$ cat src/rtl/coh_pkg.sv
package coh_pkg;
  typedef enum logic [1:0] {
    LS_I = 2'd0,
    LS_S = 2'd1,
    LS_E = 2'd2,
    LS_M = 2'd3
  } line_st_t;

  typedef enum logic [1:0] {
    BOP_RD  = 2'd0,
    BOP_RDX = 2'd1,
    BOP_INV = 2'd2,
    BOP_WB  = 2'd3
  } bus_op_t;

  localparam logic SOP_READ = 1'b0;
  localparam logic SOP_ITW  = 1'b1;
endpackage

$ cat src/rtl/coh_line_store.sv
module coh_line_store
  import coh_pkg::*;
#(
  parameter int IDX_W = 3,
  parameter int TAG_W = 9
) (
  input  logic             clk,
  input  logic             rst,
  input  logic [IDX_W-1:0] cpu_idx,
  output logic [TAG_W-1:0] cpu_rd_tag,
  output line_st_t         cpu_rd_st,
  input  logic             cpu_we,
  input  logic [IDX_W-1:0] cpu_wr_idx,
  input  logic [TAG_W-1:0] cpu_wr_tag,
  input  line_st_t         cpu_wr_st,
  input  logic [IDX_W-1:0] snp_idx,
  output logic [TAG_W-1:0] snp_rd_tag,
  output line_st_t         snp_rd_st,
  input  logic             snp_we,
  input  line_st_t         snp_wr_st
);
  localparam int LINES = 1 << IDX_W;

  logic [TAG_W-1:0] tag_q [LINES];
  line_st_t         st_q  [LINES];

  for (genvar g = 0; g < LINES; g++) begin : g_line
    logic hit_snp, hit_cpu;
    assign hit_snp = snp_we && (snp_idx == IDX_W'(g));
    assign hit_cpu = cpu_we && (cpu_wr_idx == IDX_W'(g));

    always_ff @(posedge clk) begin
      if (rst) begin
        st_q[g] <= LS_I;
      end else if (hit_snp) begin
        st_q[g] <= snp_wr_st;
      end else if (hit_cpu) begin
        st_q[g] <= cpu_wr_st;
      end
    end

    always_ff @(posedge clk) begin
      if (rst) begin
        tag_q[g] <= '0;
      end else if (hit_cpu) begin
        tag_q[g] <= cpu_wr_tag;
      end
    end
  end

  assign cpu_rd_tag = tag_q[cpu_idx];
  assign cpu_rd_st  = st_q[cpu_idx];
  assign snp_rd_tag = tag_q[snp_idx];
  assign snp_rd_st  = st_q[snp_idx];
endmodule

$ cat src/rtl/coh_snoop_unit.sv
module coh_snoop_unit
  import coh_pkg::*;
#(
  parameter int TAG_W = 9
) (
  input  logic             clk,
  input  logic             rst,
  input  logic             snp_valid,
  input  logic             snp_op,
  input  logic [TAG_W-1:0] snp_tag,
  input  logic [TAG_W-1:0] rd_tag,
  input  line_st_t         rd_st,
  output logic             st_we,
  output line_st_t         st_wr,
  output logic             resp_valid,
  output logic             resp_shared,
  output logic             resp_flush
);
  logic hit;
  logic shared_n, flush_n;

  always_comb begin
    hit      = snp_valid && (rd_st != LS_I) && (rd_tag == snp_tag);
    st_wr    = (snp_op == SOP_ITW) ? LS_I : LS_S;
    st_we    = hit && (st_wr != rd_st);
    shared_n = hit && (snp_op == SOP_READ);
    flush_n  = hit && (rd_st == LS_M);
  end

  always_ff @(posedge clk) begin
    if (rst) begin
      resp_valid  <= 1'b0;
      resp_shared <= 1'b0;
      resp_flush  <= 1'b0;
    end else begin
      resp_valid  <= snp_valid;
      resp_shared <= shared_n;
      resp_flush  <= flush_n;
    end
  end
endmodule

$ cat src/rtl/coh_req_fsm.sv
module coh_req_fsm
  import coh_pkg::*;
#(
  parameter int ADDR_W = 12,
  parameter int IDX_W  = 3
) (
  input  logic              clk,
  input  logic              rst,
  input  logic              cpu_valid,
  input  logic              cpu_write,
  input  logic [ADDR_W-1:0] cpu_addr,
  input  logic              blocked,
  input  logic [ADDR_W-IDX_W-1:0] look_tag,
  input  line_st_t          look_st,
  input  logic              bus_ack,
  input  logic              bus_shared_in,
  output logic              cpu_done,
  output line_st_t          cpu_state,
  output logic              bus_req_valid,
  output bus_op_t           bus_req_op,
  output logic [ADDR_W-1:0] bus_req_addr,
  output logic              st_we,
  output logic [IDX_W-1:0]  st_idx,
  output logic [ADDR_W-IDX_W-1:0] st_tag,
  output line_st_t          st_wr
);
  localparam int TAG_W = ADDR_W - IDX_W;

  typedef enum logic [2:0] {F_IDLE, F_WB, F_FILL, F_UPG, F_RESP} fsm_t;

  fsm_t              fsm_q;
  logic              req_write_q;
  logic [ADDR_W-1:0] req_addr_q;

  logic [IDX_W-1:0] cpu_idx, req_idx;
  logic [TAG_W-1:0] cpu_tag, req_tag;
  logic             hit, accept;
  line_st_t         fill_st;

  always_comb begin
    cpu_idx = cpu_addr[IDX_W-1:0];
    cpu_tag = cpu_addr[ADDR_W-1:IDX_W];
    req_idx = req_addr_q[IDX_W-1:0];
    req_tag = req_addr_q[ADDR_W-1:IDX_W];
    hit     = (look_st != LS_I) && (look_tag == cpu_tag);
    accept  = (fsm_q == F_IDLE) && cpu_valid && !blocked;
    if (req_write_q)        fill_st = LS_M;
    else if (bus_shared_in) fill_st = LS_S;
    else                    fill_st = LS_E;
  end

  always_comb begin
    st_we  = 1'b0;
    st_idx = req_idx;
    st_tag = req_tag;
    st_wr  = LS_M;
    unique case (fsm_q)
      F_IDLE: begin
        st_idx = cpu_idx;
        st_tag = cpu_tag;
        st_we  = accept && hit && cpu_write && (look_st == LS_E);
      end
      F_WB: begin
        st_we = bus_ack;
        st_wr = LS_I;
      end
      F_FILL: begin
        st_we = bus_ack;
        st_wr = fill_st;
      end
      F_UPG: begin
        st_we = bus_ack;
      end
      default: st_we = 1'b0;
    endcase
  end

  always_ff @(posedge clk) begin
    if (rst) begin
      fsm_q         <= F_IDLE;
      req_write_q   <= 1'b0;
      req_addr_q    <= '0;
      cpu_done      <= 1'b0;
      cpu_state     <= LS_I;
      bus_req_valid <= 1'b0;
      bus_req_op    <= BOP_RD;
      bus_req_addr  <= '0;
    end else begin
      unique case (fsm_q)
        F_IDLE: begin
          cpu_done <= 1'b0;
          if (accept) begin
            req_write_q <= cpu_write;
            req_addr_q  <= cpu_addr;
            if (hit && (!cpu_write || look_st != LS_S)) begin
              cpu_done  <= 1'b1;
              cpu_state <= cpu_write ? LS_M : look_st;
              fsm_q     <= F_RESP;
            end else if (hit) begin
              bus_req_valid <= 1'b1;
              bus_req_op    <= BOP_INV;
              bus_req_addr  <= cpu_addr;
              fsm_q         <= F_UPG;
            end else if (look_st == LS_M) begin
              bus_req_valid <= 1'b1;
              bus_req_op    <= BOP_WB;
              bus_req_addr  <= {look_tag, cpu_idx};
              fsm_q         <= F_WB;
            end else begin
              bus_req_valid <= 1'b1;
              bus_req_op    <= cpu_write ? BOP_RDX : BOP_RD;
              bus_req_addr  <= cpu_addr;
              fsm_q         <= F_FILL;
            end
          end
        end
        F_WB: begin
          if (bus_ack) begin
            bus_req_op   <= req_write_q ? BOP_RDX : BOP_RD;
            bus_req_addr <= req_addr_q;
            fsm_q        <= F_FILL;
          end
        end
        F_FILL, F_UPG: begin
          if (bus_ack) begin
            bus_req_valid <= 1'b0;
            cpu_done      <= 1'b1;
            cpu_state     <= (fsm_q == F_UPG) ? LS_M : fill_st;
            fsm_q         <= F_RESP;
          end
        end
        default: begin
          cpu_done <= 1'b0;
          fsm_q    <= F_IDLE;
        end
      endcase
    end
  end
endmodule

$ cat src/rtl/coh_line_ctrl.sv
module coh_line_ctrl
  import coh_pkg::*;
#(
  parameter int ADDR_W = 12,
  parameter int IDX_W  = 3
) (
  input  logic              clk,
  input  logic              rst,
  input  logic              cpu_valid,
  input  logic              cpu_write,
  input  logic [ADDR_W-1:0] cpu_addr,
  output logic              cpu_done,
  output logic [1:0]        cpu_state,
  output logic              bus_req_valid,
  output logic [1:0]        bus_req_op,
  output logic [ADDR_W-1:0] bus_req_addr,
  input  logic              bus_ack,
  input  logic              bus_shared_in,
  input  logic              snp_valid,
  input  logic              snp_op,
  input  logic [ADDR_W-1:0] snp_addr,
  output logic              snp_resp_valid,
  output logic              snp_shared,
  output logic              snp_flush
);
  localparam int TAG_W = ADDR_W - IDX_W;

  logic [IDX_W-1:0] cpu_idx, snp_idx, st_idx;
  logic [TAG_W-1:0] cpu_rd_tag, snp_rd_tag, st_tag;
  line_st_t         cpu_rd_st, snp_rd_st, st_wr, snp_wr, cpu_state_e;
  bus_op_t          bus_op_e;
  logic             st_we, snp_we, blocked;

  assign cpu_idx   = cpu_addr[IDX_W-1:0];
  assign snp_idx   = snp_addr[IDX_W-1:0];
  assign blocked   = snp_valid && (snp_idx == cpu_idx);
  assign cpu_state = cpu_state_e;
  assign bus_req_op = bus_op_e;

  coh_line_store #(.IDX_W(IDX_W), .TAG_W(TAG_W)) store_i (
    .clk(clk), .rst(rst),
    .cpu_idx(cpu_idx), .cpu_rd_tag(cpu_rd_tag), .cpu_rd_st(cpu_rd_st),
    .cpu_we(st_we), .cpu_wr_idx(st_idx), .cpu_wr_tag(st_tag), .cpu_wr_st(st_wr),
    .snp_idx(snp_idx), .snp_rd_tag(snp_rd_tag), .snp_rd_st(snp_rd_st),
    .snp_we(snp_we), .snp_wr_st(snp_wr)
  );

  coh_snoop_unit #(.TAG_W(TAG_W)) snoop_i (
    .clk(clk), .rst(rst),
    .snp_valid(snp_valid), .snp_op(snp_op), .snp_tag(snp_addr[ADDR_W-1:IDX_W]),
    .rd_tag(snp_rd_tag), .rd_st(snp_rd_st),
    .st_we(snp_we), .st_wr(snp_wr),
    .resp_valid(snp_resp_valid), .resp_shared(snp_shared), .resp_flush(snp_flush)
  );

  coh_req_fsm #(.ADDR_W(ADDR_W), .IDX_W(IDX_W)) fsm_i (
    .clk(clk), .rst(rst),
    .cpu_valid(cpu_valid), .cpu_write(cpu_write), .cpu_addr(cpu_addr),
    .blocked(blocked), .look_tag(cpu_rd_tag), .look_st(cpu_rd_st),
    .bus_ack(bus_ack), .bus_shared_in(bus_shared_in),
    .cpu_done(cpu_done), .cpu_state(cpu_state_e),
    .bus_req_valid(bus_req_valid), .bus_req_op(bus_op_e), .bus_req_addr(bus_req_addr),
    .st_we(st_we), .st_idx(st_idx), .st_tag(st_tag), .st_wr(st_wr)
  );
endmodule

$ cat config.mk
export PLATFORM = sky130hd
export DESIGN_NAME = coh_line_ctrl
export DESIGN_NICKNAME = d
export VERILOG_FILES = /design/src/rtl/coh_pkg.sv /design/src/rtl/coh_line_store.sv /design/src/rtl/coh_snoop_unit.sv /design/src/rtl/coh_req_fsm.sv /design/src/rtl/coh_line_ctrl.sv
export SDC_FILE = /design/constraint.sdc
export NUM_CORES = 1
export LEC_CHECK = 0
export BUFFER_PORTS_ARGS = -buffer_cell sky130_fd_sc_hd__clkbuf_2
export CORE_ASPECT_RATIO = 0.7
export CORE_MARGIN = 3
export CORE_UTILIZATION = 45
export CTS_BUF_LIST = sky130_fd_sc_hd__clkbuf_8 sky130_fd_sc_hd__clkbuf_16
export CTS_CLUSTER_DIAMETER = 200
export DETAILED_ROUTE_END_ITERATION = 6
export PLACE_DENSITY = 0.64
export REMOVE_ABC_BUFFERS = 1
export SLEW_MARGIN = 20
export SYNTH_ARGS = -nofsm -noshare
export SYNTH_HDL_FRONTEND = slang
export SYNTH_HIERARCHICAL = 1
export SYNTH_SLANG_ARGS = --single-unit
export TNS_END_PERCENT = 100
$ cat constraint.sdc
create_clock -name clk -period 6.8 [get_ports clk]
set_input_delay 0.34 -clock clk [delete_from_list [all_inputs] [get_ports clk]]
set_output_delay 0.34 -clock clk [all_outputs]
set_load 0.02 [all_outputs]
==> reports/results.tsv, run 1 <==
metric	value	unit
slew_headroom	20.1	%
setup_viol	0	
min_path_type	in2reg	
antenna_cells	0	
timing_max_transition_violations_final	0	
drtAntennaViolNets	0	
r2r_start	store_i/tag_q[3][6]	
synth_edf_count	88	
cp_max_fo	26	
max_freq	180	MHz
area_growth_syn_to_layout	13.4	%
grt_overflow	0	
critPathMaxStageDelay	0.92	ns
cts_root_buffer	clkbuf_16	
arrival	5.80	ns
drive_gt1_share	19.5	%
synth.most_common_cell	edfxtp_1	
start_util	46.7	%
layout_min_cycle_time	5.55	ns
setup-tns-final	0	ns
rrSetupSlack	1.54	ns
post-dp-hpwl	14700	um
cts_resized	0	
ys_top_cells_by_count	edfxtp_1 (88), and2_1 (83), nand2_1 (81), dfxtp_1 (37), o21ai_0 (26)	
cts_tree	done	
synth_area_leaders	edfxtp_1 (36%), dfxtp_1 (10%), mux4_1 (7.9%)	
first_global_vias	5548	
die_h	113	um
yosys_warnings	6	
min_to	fsm_i/req_addr_q[8]	
synth-main-ff-cell	edfxtp_1	
grt_pass1_wl	32200	um
cts_buffer_depth	2	
post_drt_wl_per_cell	22.7	um
wirelength	21200	um
hold_buffers	0	
crit_slowest_cell	nor2_1	
dr.pass1.iters	5	
worstSetupPathType	in2reg	
netlist_instances	669	
powerDensity	262	nW/um2
start_kind	input pin	
gr-usage-met1	35.8	%
async_flop_share	0	%
period_share	81.7	%
ir_worst_vdd	0.134	mV
end_kind	flip-flop	
clock-sinks	125	
clkLatencyLatePin	0.41	ns
grtUsageMet2	35.0	%
rr_worst_depth	11	
viasPerCell	6.20	
netlist.area_leader.share	36.0	%
crit_chain	clkbuf_2 -> mux4_1 -> mux2_2 -> xnor2_1 -> nand4_2 -> or3_1 -> or4_1 -> a21oi_1 -> or3b_4 -> nor2_1 -> nand3_1 -> o21ai_0	
die_w	159	um
hold_start	cpu_addr[8]	
syn_area	7340	um2
ys_seq_elements	125	
rows	38	
drtIter0Drc	872	
post-route-drc-count	0	
cap_violations	0	
core	15700	um2
r2r-end	store_i/st_q[2][1]	
numPortBuffers	52	
clock_skew	0.00859	ns
rsz0062_at_grt	no	
hold_depth	3	
tightestPinTransition	1.19	ns
cts-htree-levels	4	
use_met3	6.19	%
fin_nets	732	
gp_congestion	0.947	
numCtsBuffers	17	
path_clk_slew	0.06	ns
required	7.05	ns
io_pins	53	
status	complete, no violations	
postCtsSetupBuffers	0	
synth_cell_types	58	
antenna_found_initial	0	
p_leak	3.17	nW
top_usage_layer	met1	
track_usage	24.1	%
fp.dieArea	17900	um2
hold_slack	0.215	ns
ys_seq_area_share	46.1	%
dr_total_vias	5781	
yosysTopAreaCell	edfxtp_1	
hold_viol	0	
syn_avg_cell_area	11.0	um2
grt_start_max_net_pins	42	
==> layer usage <==
layer	wire length (um)	vias to the layer above
met5	0	-
met3	2180	36
met1	9280	2856
li1	-	2558
met4	364	0
met2	9360	331
==> worst max-delay path by stage <==
stage	from	end	depth (start not counted)
after floorplan	cpu_addr[0]	store_i/st_q[3][0]	11
after global routing	cpu_addr[0]	store_i/st_q[2][1]	12
after global placement	cpu_addr[0]	store_i/st_q[2][1]	12
final	cpu_addr[0]	store_i/st_q[2][1]	12
after CTS	cpu_addr[0]	store_i/st_q[2][1]	12
after detailed placement	cpu_addr[0]	store_i/st_q[2][1]	12
==> layout by cell type, fill, tap and decap left out, types with 3 or more instances in the layout <==
cell type	count
o21ai_0	26
mux2i_1	8
mux2_2	22
nand3_1	23
a211oi_1	4
nor2b_1	16
a2111oi_0	3
a21oi_1	24
nand2_1	81
clkbuf_16	17
nand4_1	4
a21o_1	4
clkbuf_2	52
a311oi_1	3
o22ai_1	3
nand3b_1	5
inv_1	16
and2_1	83
nor2_1	19
nor3_1	17
nor3_2	3
o32ai_1	10
mux4_1	22
a31o_2	4
clkinv_4	4
xnor2_1	20
nand2b_1	17
mux4_2	14
edfxtp_1	88
nor4_1	6
dfxtp_1	37
a221oi_1	9
bufinv_16	4
buf_4	7
==> critical path: cells and delay by family <==
kind / cells / cell delay, ns
simple gates: 6 / 2.98
mux: 2 / 0.95
buf+inv: 1 / 0.64
compound gates: 2 / 0.57
xor+xnor: 1 / 0.30
==> cell families (layout without fill, tap and decap cells) <==
kind of cell / count (synthesis) / count (layout) / share of synthesized area, %
AND/OR/NAND/NOR: 286 / 286 / 20.7
flip-flops: 125 / 125 / 46.1
AO/OA/AOI/OAI: 107 / 107 / 9.97
multiplexers: 66 / 66 / 16.6
buffers and inverters: 63 / 107 / 3.94
XOR/XNOR: 21 / 21 / 2.61
other: 1 / 1 / 0.0511
==> per-stage QoR <==
step | utilization, % | cell area, um2 | worst slack (ns) | total power, mW | instances
finish | 52.9 | 8330 | 1.25 | 2.18 | 933
global route | 52.9 | 8330 | 1.02 | 2.26 | 933
CTS | 52.9 | 8320 | 1.38 | 2.19 | 933
detailed placement | 48.9 | 7700 | 0.958 | 1.24 | 901
global placement | 48.9 | 7700 | 1.16 | 1.23 | 901
floorplan | - | 7110 | 2.84 | 1.10 | 622
==> flip-flops by register name, summed over array words and instances (netlist names) <==
signal	count
snoop_i/resp_shared	1
store_i/tag_q	72
store_i/st_q	16
snoop_i/resp_valid	1
fsm_i/cpu_done	1
snoop_i/resp_flush	1
fsm_i/fsm_q	3
fsm_i/cpu_state	2
fsm_i/req_addr_q	12
fsm_i/req_write_q	1
fsm_i/bus_req_op	2
fsm_i/bus_req_valid	1
fsm_i/bus_req_addr	12
==> final cells by class <==
class,instances,area (um2)
Sequential cell,125,3380
Multi-Input combinational cell,481,3680
Tap cell,220,275
Inverter,16,60.1
Clock buffer,17,425
Clock inverter,15,196
Timing Repair Buffer,59,313
Fill cell,1353,7410
==> report_power, final <==
| part | total, mW | leakage [nW] | internal, mW | switching, mW |
|---|---|---|---|---|
| registers | 0.889 | 1.21 | 0.859 | 0.0300 |
| clock network | 0.954 | 0.298 | 0.612 | 0.342 |
| logic | 0.341 | 1.66 | 0.125 | 0.216 |
| total | 2.18 | 3.17 | 1.60 | 0.588 |
No activity file was read; power rests on OpenSTA's default activity.
==> inputs of run 2 (changes only) <==
--- a/config.mk
+++ b/config.mk
@@ -5,6 +5,7 @@
 export SDC_FILE = /design/constraint.sdc
 export NUM_CORES = 1
 export LEC_CHECK = 0
+export ABC_AREA = 1
 export BUFFER_PORTS_ARGS = -buffer_cell sky130_fd_sc_hd__clkbuf_2
 export CORE_ASPECT_RATIO = 0.7
 export CORE_MARGIN = 3
==> constraint.sdc (replaced) <==
create_clock -name clk -period 5.6 [get_ports clk]
set_input_delay 0.28 -clock clk [delete_from_list [all_inputs] [get_ports clk]]
set_output_delay 0.28 -clock clk [all_outputs]
set_load 0.02 [all_outputs]
==> reports/results.tsv, run 2 <==
metric	value	unit
timing_max_transition_violations_final	0	
setup_viol	0	
start_util	47.1	%
dr_total_vias	7624	
crit_chain	clkbuf_2 -> inv_1 -> o21ai_0 -> o21ai_0 -> nand2_1 -> nand2_1 -> inv_1 -> nand2_1 -> nand2_1 -> nor2_1 -> nand3_1 -> nor2_1 -> o2bb2ai_1 -> nand2_1 -> o21ai_1 -> or2_1	
antenna_cells	0	
area_growth_syn_to_layout	11.2	%
multiInputGateArea	3720	um2
intPower	1.91	mW
netlist.area_leader.share	33.5	%
io_pins	53	
hold_buffers	0	
async_flop_share	0	%
cp_max_fo	28	
status	complete, no violations	
track_usage	25.0	%
numCtsBuffers	17	
min_path_type	in2reg	
powerDensity	343	nW/um2
first_global_vias	6829	
max_freq	262	MHz
ys_top_cells_by_count	nand2_1 (491), nor2_1 (143), inv_1 (130), o21ai_0 (113), edfxtp_1 (88)	
largest_reg_flops	72	
rrSetupSlack	2.28	ns
start_kind	input pin	
drtAntennaViolNets	0	
synth-main-ff-cell	edfxtp_1	
die_w	164	um
postCtsSetupBuffers	0	
die_h	117	um
tightestPinTransition	0.989	ns
clkPwrFrac	34.7	%
switchingPower	1.10	mW
critPathMaxStageDelay	0.81	ns
dr.pass1.iters	6	
worst_slack	1.79	ns
fp.dieArea	19200	um2
grt_overflow	0	
post_drt_wl_per_cell	16.1	um
rr_worst_depth	16	
path_clk_slew	0.06	ns
largest_registers	store_i/tag_q x72, store_i/st_q x16	
fin_cells	1451	
layout_min_cycle_time	3.81	ns
yosysTopAreaCell	edfxtp_1	
viasPerCell	5.25	
critical_path_buf_inv_count	3	
setup-tns-final	0	ns
worstSetupPathType	in2reg	
core	16700	um2
cap_violations	0	
preCtsSetupSlack	1.43	ns
arrival	3.95	ns
crit_slowest_cell	o21ai_1	
cts_resized	0	
layout_common_cells	nand2_1 (491), nor2_1 (143), inv_1 (131)	
hold_slack	0.0874	ns
ir_worst_vdd	0.202	mV
antenna_found_initial	0	
hold_depth	3	
ys_seq_elements	125	
clock_skew	0.0102	ns
min_to	snoop_i/resp_valid	
place_inst	1419	
rsz0062_at_grt	no	
rows	39	
synth_area_leaders	edfxtp_1 (34%), nand2_1 (23%), dfxtp_1 (9.4%)	
synth_edf_count	88	
combinationalPowerShare	27.3	%
cts_tree	done	
clkLatencyLatePin	0.42	ns
largest-register	store_i/tag_q	
grt_pass1_wl	36800	um
cts_root_buffer	clkbuf_16	
slew_headroom	33.6	%
cp_common_cell	nand2_1	
syn_area	7890	um2
wirelength	23400	um
grt_start_max_net_pins	56	
period_share	68.1	%
synth.most_common_cell	nand2_1	
required	5.73	ns
r2r-end	store_i/st_q[5][0]	
cts-htree-levels	4	
synth_cell_types	40	
drive_gt1_share	10.3	%
yosys_warnings	6	
ys_seq_area_share	42.9	%
seq_power_share	38.0	%
final-seq-area	3380	um2
power	3.01	mW
netlist_instances	1187	
post-dp-hpwl	16800	um
swShare	36.4	%
critPathTopFamily	compound AO/OA/AOI/OAI gates	
post-route-drc-count	0	
r2r_start	store_i/st_q[0][0]	
numPortBuffers	52	
drtIter0Drc	915	
nFillCells	1709	
clock-sinks	125	
end_kind	flip-flop	
mostFrequentLayoutCell	nand2_1	
gp_congestion	0.854	
cts_buffer_depth	2	
syn_avg_cell_area	6.64	um2
hold_start	snp_valid	
p_leak	4.28	nW
hold_viol	0	
fin_nets	1245	
## run 2: cell types whose count changed after synthesis, moves of 16 or more
cell | before | now
o21ai_0 | 26 | 113
nor2_1 | 19 | 143
inv_1 | 16 | 130
nand2_1 | 81 | 491
mux2_2 | 22 | 0
nor2b_1 | 16 | 0
nand2b_1 | 17 | 0
and2_1 | 83 | 1
mux4_1 | 22 | 0
nand3_1 | 23 | 39
xnor2_1 | 20 | 2
## run 2: kinds of logic (layout without fill, tap and decap cells)
kind of cell / Yosys count / in the layout / synth area share, %
other: 1 / 1 / 0.0476
and+or+nand+nor: 717 / 717 / 37.0
DFF: 125 / 125 / 42.9
buffers and inverters: 193 / 232 / 9.90
AOI/OAI and AO/OA: 149 / 149 / 9.90
xor gates and xnor gates: 2 / 2 / 0.222
## run 2: stage by stage
stage,utilization [%],instance area [um2]
after floorplan,-,7640
after global placement,49.1,8230
after detailed placement,49.1,8230
after CTS,52.4,8770
after global routing,52.4,8770
final,52.4,8770
## run 2: how the worst max path moves through the flow
stage | startpoint | to | slack [ns] | cells after the start
after floorplan | fsm_i/fsm_q[0] | store_i/st_q[6][0] | 2.27 | 9
after global placement | cpu_addr[1] | store_i/st_q[5][0] | 1.51 | 16
after detailed placement | cpu_addr[1] | store_i/st_q[5][1] | 1.43 | 16
after CTS | cpu_addr[1] | store_i/st_q[5][0] | 1.87 | 16
after global routing | cpu_addr[1] | store_i/st_q[5][1] | 1.41 | 16
final | cpu_addr[1] | store_i/st_q[5][0] | 1.79 | 16
## run 2: power groups by stage
stage	combinational, mW	sequential (mW)	clock (mW)
after global routing	0.921	1.15	1.09
after floorplan	0.484	1.20	0
after detailed placement	0.808	1.16	0
after global placement	0.803	1.16	0
final	0.821	1.14	1.04
after CTS	0.811	1.14	1.05
## run 2: layer usage
metal | global-route usage (%) | wire length (um) | vias to the layer above
met5 | 0 | 0 | -
met4 | 6.03 | 261 | 0
met3 | 3.97 | 1930 | 20
met2 | 36.1 | 9450 | 316
met1 | 38.9 | 11700 | 3524
li1 | - | - | 3764
## run 2: cell type report
class,count,share of cell area (%)
multi-input combinational,869,42.4
sequential,125,38.6
inverter,142,6.09
clock buffer,17,4.85
timing repair buffer,58,3.48
tap,225,3.21
clock inverter,15,1.37
## run 2: worst register-to-register path, cell delays in order, from the launching register on
cell and delay, ns:
edfxtp_1 0.32, inv_1 0.05, o21ai_0 0.24, nand2_1 0.09, nand2_1 0.09, nand2_1 0.05
nand2_1 0.24, inv_2 0.07, nand2_1 0.10, nand2_1 0.05, nor2_1 0.08, nand3_1 0.08
nor2_1 0.17, o2bb2ai_1 0.18, nand2_1 0.18, o21ai_1 0.81, or2_1 0.23
==> inputs of run 3 (changes only) <==
==> constraint.sdc (replaced) <==
create_clock -name clk -period 4 [get_ports clk]
set_input_delay 0.2 -clock clk [delete_from_list [all_inputs] [get_ports clk]]
set_output_delay 0.2 -clock clk [all_outputs]
set_load 0.02 [all_outputs]
==> reports/results.tsv, run 3 (same netlist as run 2, synthesis figures left out) <==
metric	value	unit
mostFrequentLayoutCell	nand2_1	
clock-sinks	125	
ir_worst_vdd	0.298	mV
layout_common_cells	nand2_1 (491), nor2_1 (143), inv_1 (132)	
core	16700	um2
grt_pass1_wl	37100	um
worstSetupPathType	reg2reg	
drtIter0Drc	886	
numCtsBuffers	17	
track_usage	25.7	%
antenna_cells	0	
max_freq	329	MHz
post_drt_wl_per_cell	16.3	um
hold_start	cpu_write	
min_path_type	in2reg	
die_h	117	um
crit_start	store_i/tag_q[4][8]	
slew_headroom	50.0	%
setup-tns-final	0	ns
dr_total_vias	7707	
first_global_vias	6650	
viasPerCell	5.28	
fin_nets	1253	
postCtsSetupBuffers	0	
status	complete, no violations	
arrival	3.34	ns
required	4.29	ns
setup_viol	0	
fp.dieArea	19200	um2
largest_registers	store_i/tag_q x72, store_i/st_q x16	
layout_min_cycle_time	3.04	ns
antenna_found_initial	0	
r2r_start	store_i/tag_q[4][8]	
p_leak	4.38	nW
area_growth_syn_to_layout	13.3	%
post-route-drc-count	0	
timing_max_transition_violations_final	0	
rsz0062_at_grt	no	
wirelength	23800	um
grt_start_max_net_pins	78	
cp_max_fo	10	
powerDensity	491	nW/um2
post-dp-hpwl	16900	um
numPortBuffers	52	
cts-htree-levels	4	
io_pins	53	
cts_resized	0	
dr.pass1.iters	5	
hold_viol	0	
cts_buffer_depth	2	
largest-register	store_i/tag_q	
clock_skew	0.0103	ns
die_w	164	um
clkLatencyLatePin	0.43	ns
tightestPinTransition	0.749	ns
period_share	76.1	%
path_clk_slew	0.07	ns
hold_buffers	1	
start_util	47.1	%
drive_gt1_share	11.0	%
cap_violations	0	
fin_cells	1459	
start_kind	flip-flop	
end_kind	flip-flop	
nFillCells	1680	
place_inst	1426	
cts_tree	done	
rows	39	
largest_reg_flops	72	
cts_root_buffer	clkbuf_16	
grt_overflow	0	
gp_congestion	0.973	
drtAntennaViolNets	0	
run 3: layout make-up:
type,instances,area [um2],share of cell area [%]
Timing Repair Buffer,66,393,4.40
Inverter,142,534,5.98
Multi-Input combinational cell,869,3720,41.7
Clock inverter,12,129,1.44
Tap cell,225,282,3.15
Sequential cell,125,3380,37.9
Clock buffer,20,489,5.48
run 3: layer usage:
metal	up-vias	share of wire, %	GRT usage (%)
li1	3779	-	-
met4	0	2.1	8.73
met1	3537	49	40.3
met5	-	0	0
met2	360	40	35.9
met3	31	9.5	3.86
run 3: metrics by stage:
| stage | utilization (%) | hold slack [ns] | power (mW) | area, um2 | setup WS [ns] |
|---|---|---|---|---|---|
| after detailed placement | 49.6 | 0.435 | 2.77 | 8300 | 0.790 |
| after CTS | 53.4 | 0.0946 | 4.40 | 8930 | 1.06 |
| final | 53.4 | 0.122 | 4.39 | 8930 | 0.957 |
| after floorplan | - | 0.262 | 2.35 | 7640 | 0.672 |
| after global routing | 53.4 | 0.116 | 4.62 | 8930 | 0.663 |
| after global placement | 49.6 | 0.428 | 2.76 | 8300 | 0.895 |
run 3: power breakdown:
part / switching (mW) / internal (mW) / leakage, nW
Combinational: 0.853 / 0.307 / 2.85
Sequential: 0.0672 / 1.53 / 1.21
Clock: 0.618 / 1.01 / 0.315
run 3: worst paths after layout:
| path | to | slack, ns | cells past startpoint |
|---|---|---|---|
| setup / recovery | store_i/st_q[6][1] | 0.96 | 19 |
| hold / removal | fsm_i/req_write_q | 0.12 | 3 |
| setup reg to reg | store_i/st_q[6][1] | 0.96 | 19 |
| hold reg to reg | fsm_i/cpu_done | 0.46 | 2 |
run 3: critical path: stages, from the launching register on:
cell	delay, ns
edfxtp_1	0.35
inv_1	0.05
o21ai_0	0.44
nand2_1	0.10
nand2_1	0.08
nand2_1	0.05
nand2_1	0.10
inv_1	0.05
nand2_1	0.05
nand2_1	0.07
inv_1	0.06
nand4_1	0.10
nor2_1	0.20
o2bb2ai_1	0.19
nand2_1	0.18
inv_1	0.16
nand3_2	0.32
nor2_1	0.25
nand2_1	0.07
nand2_1	0.07
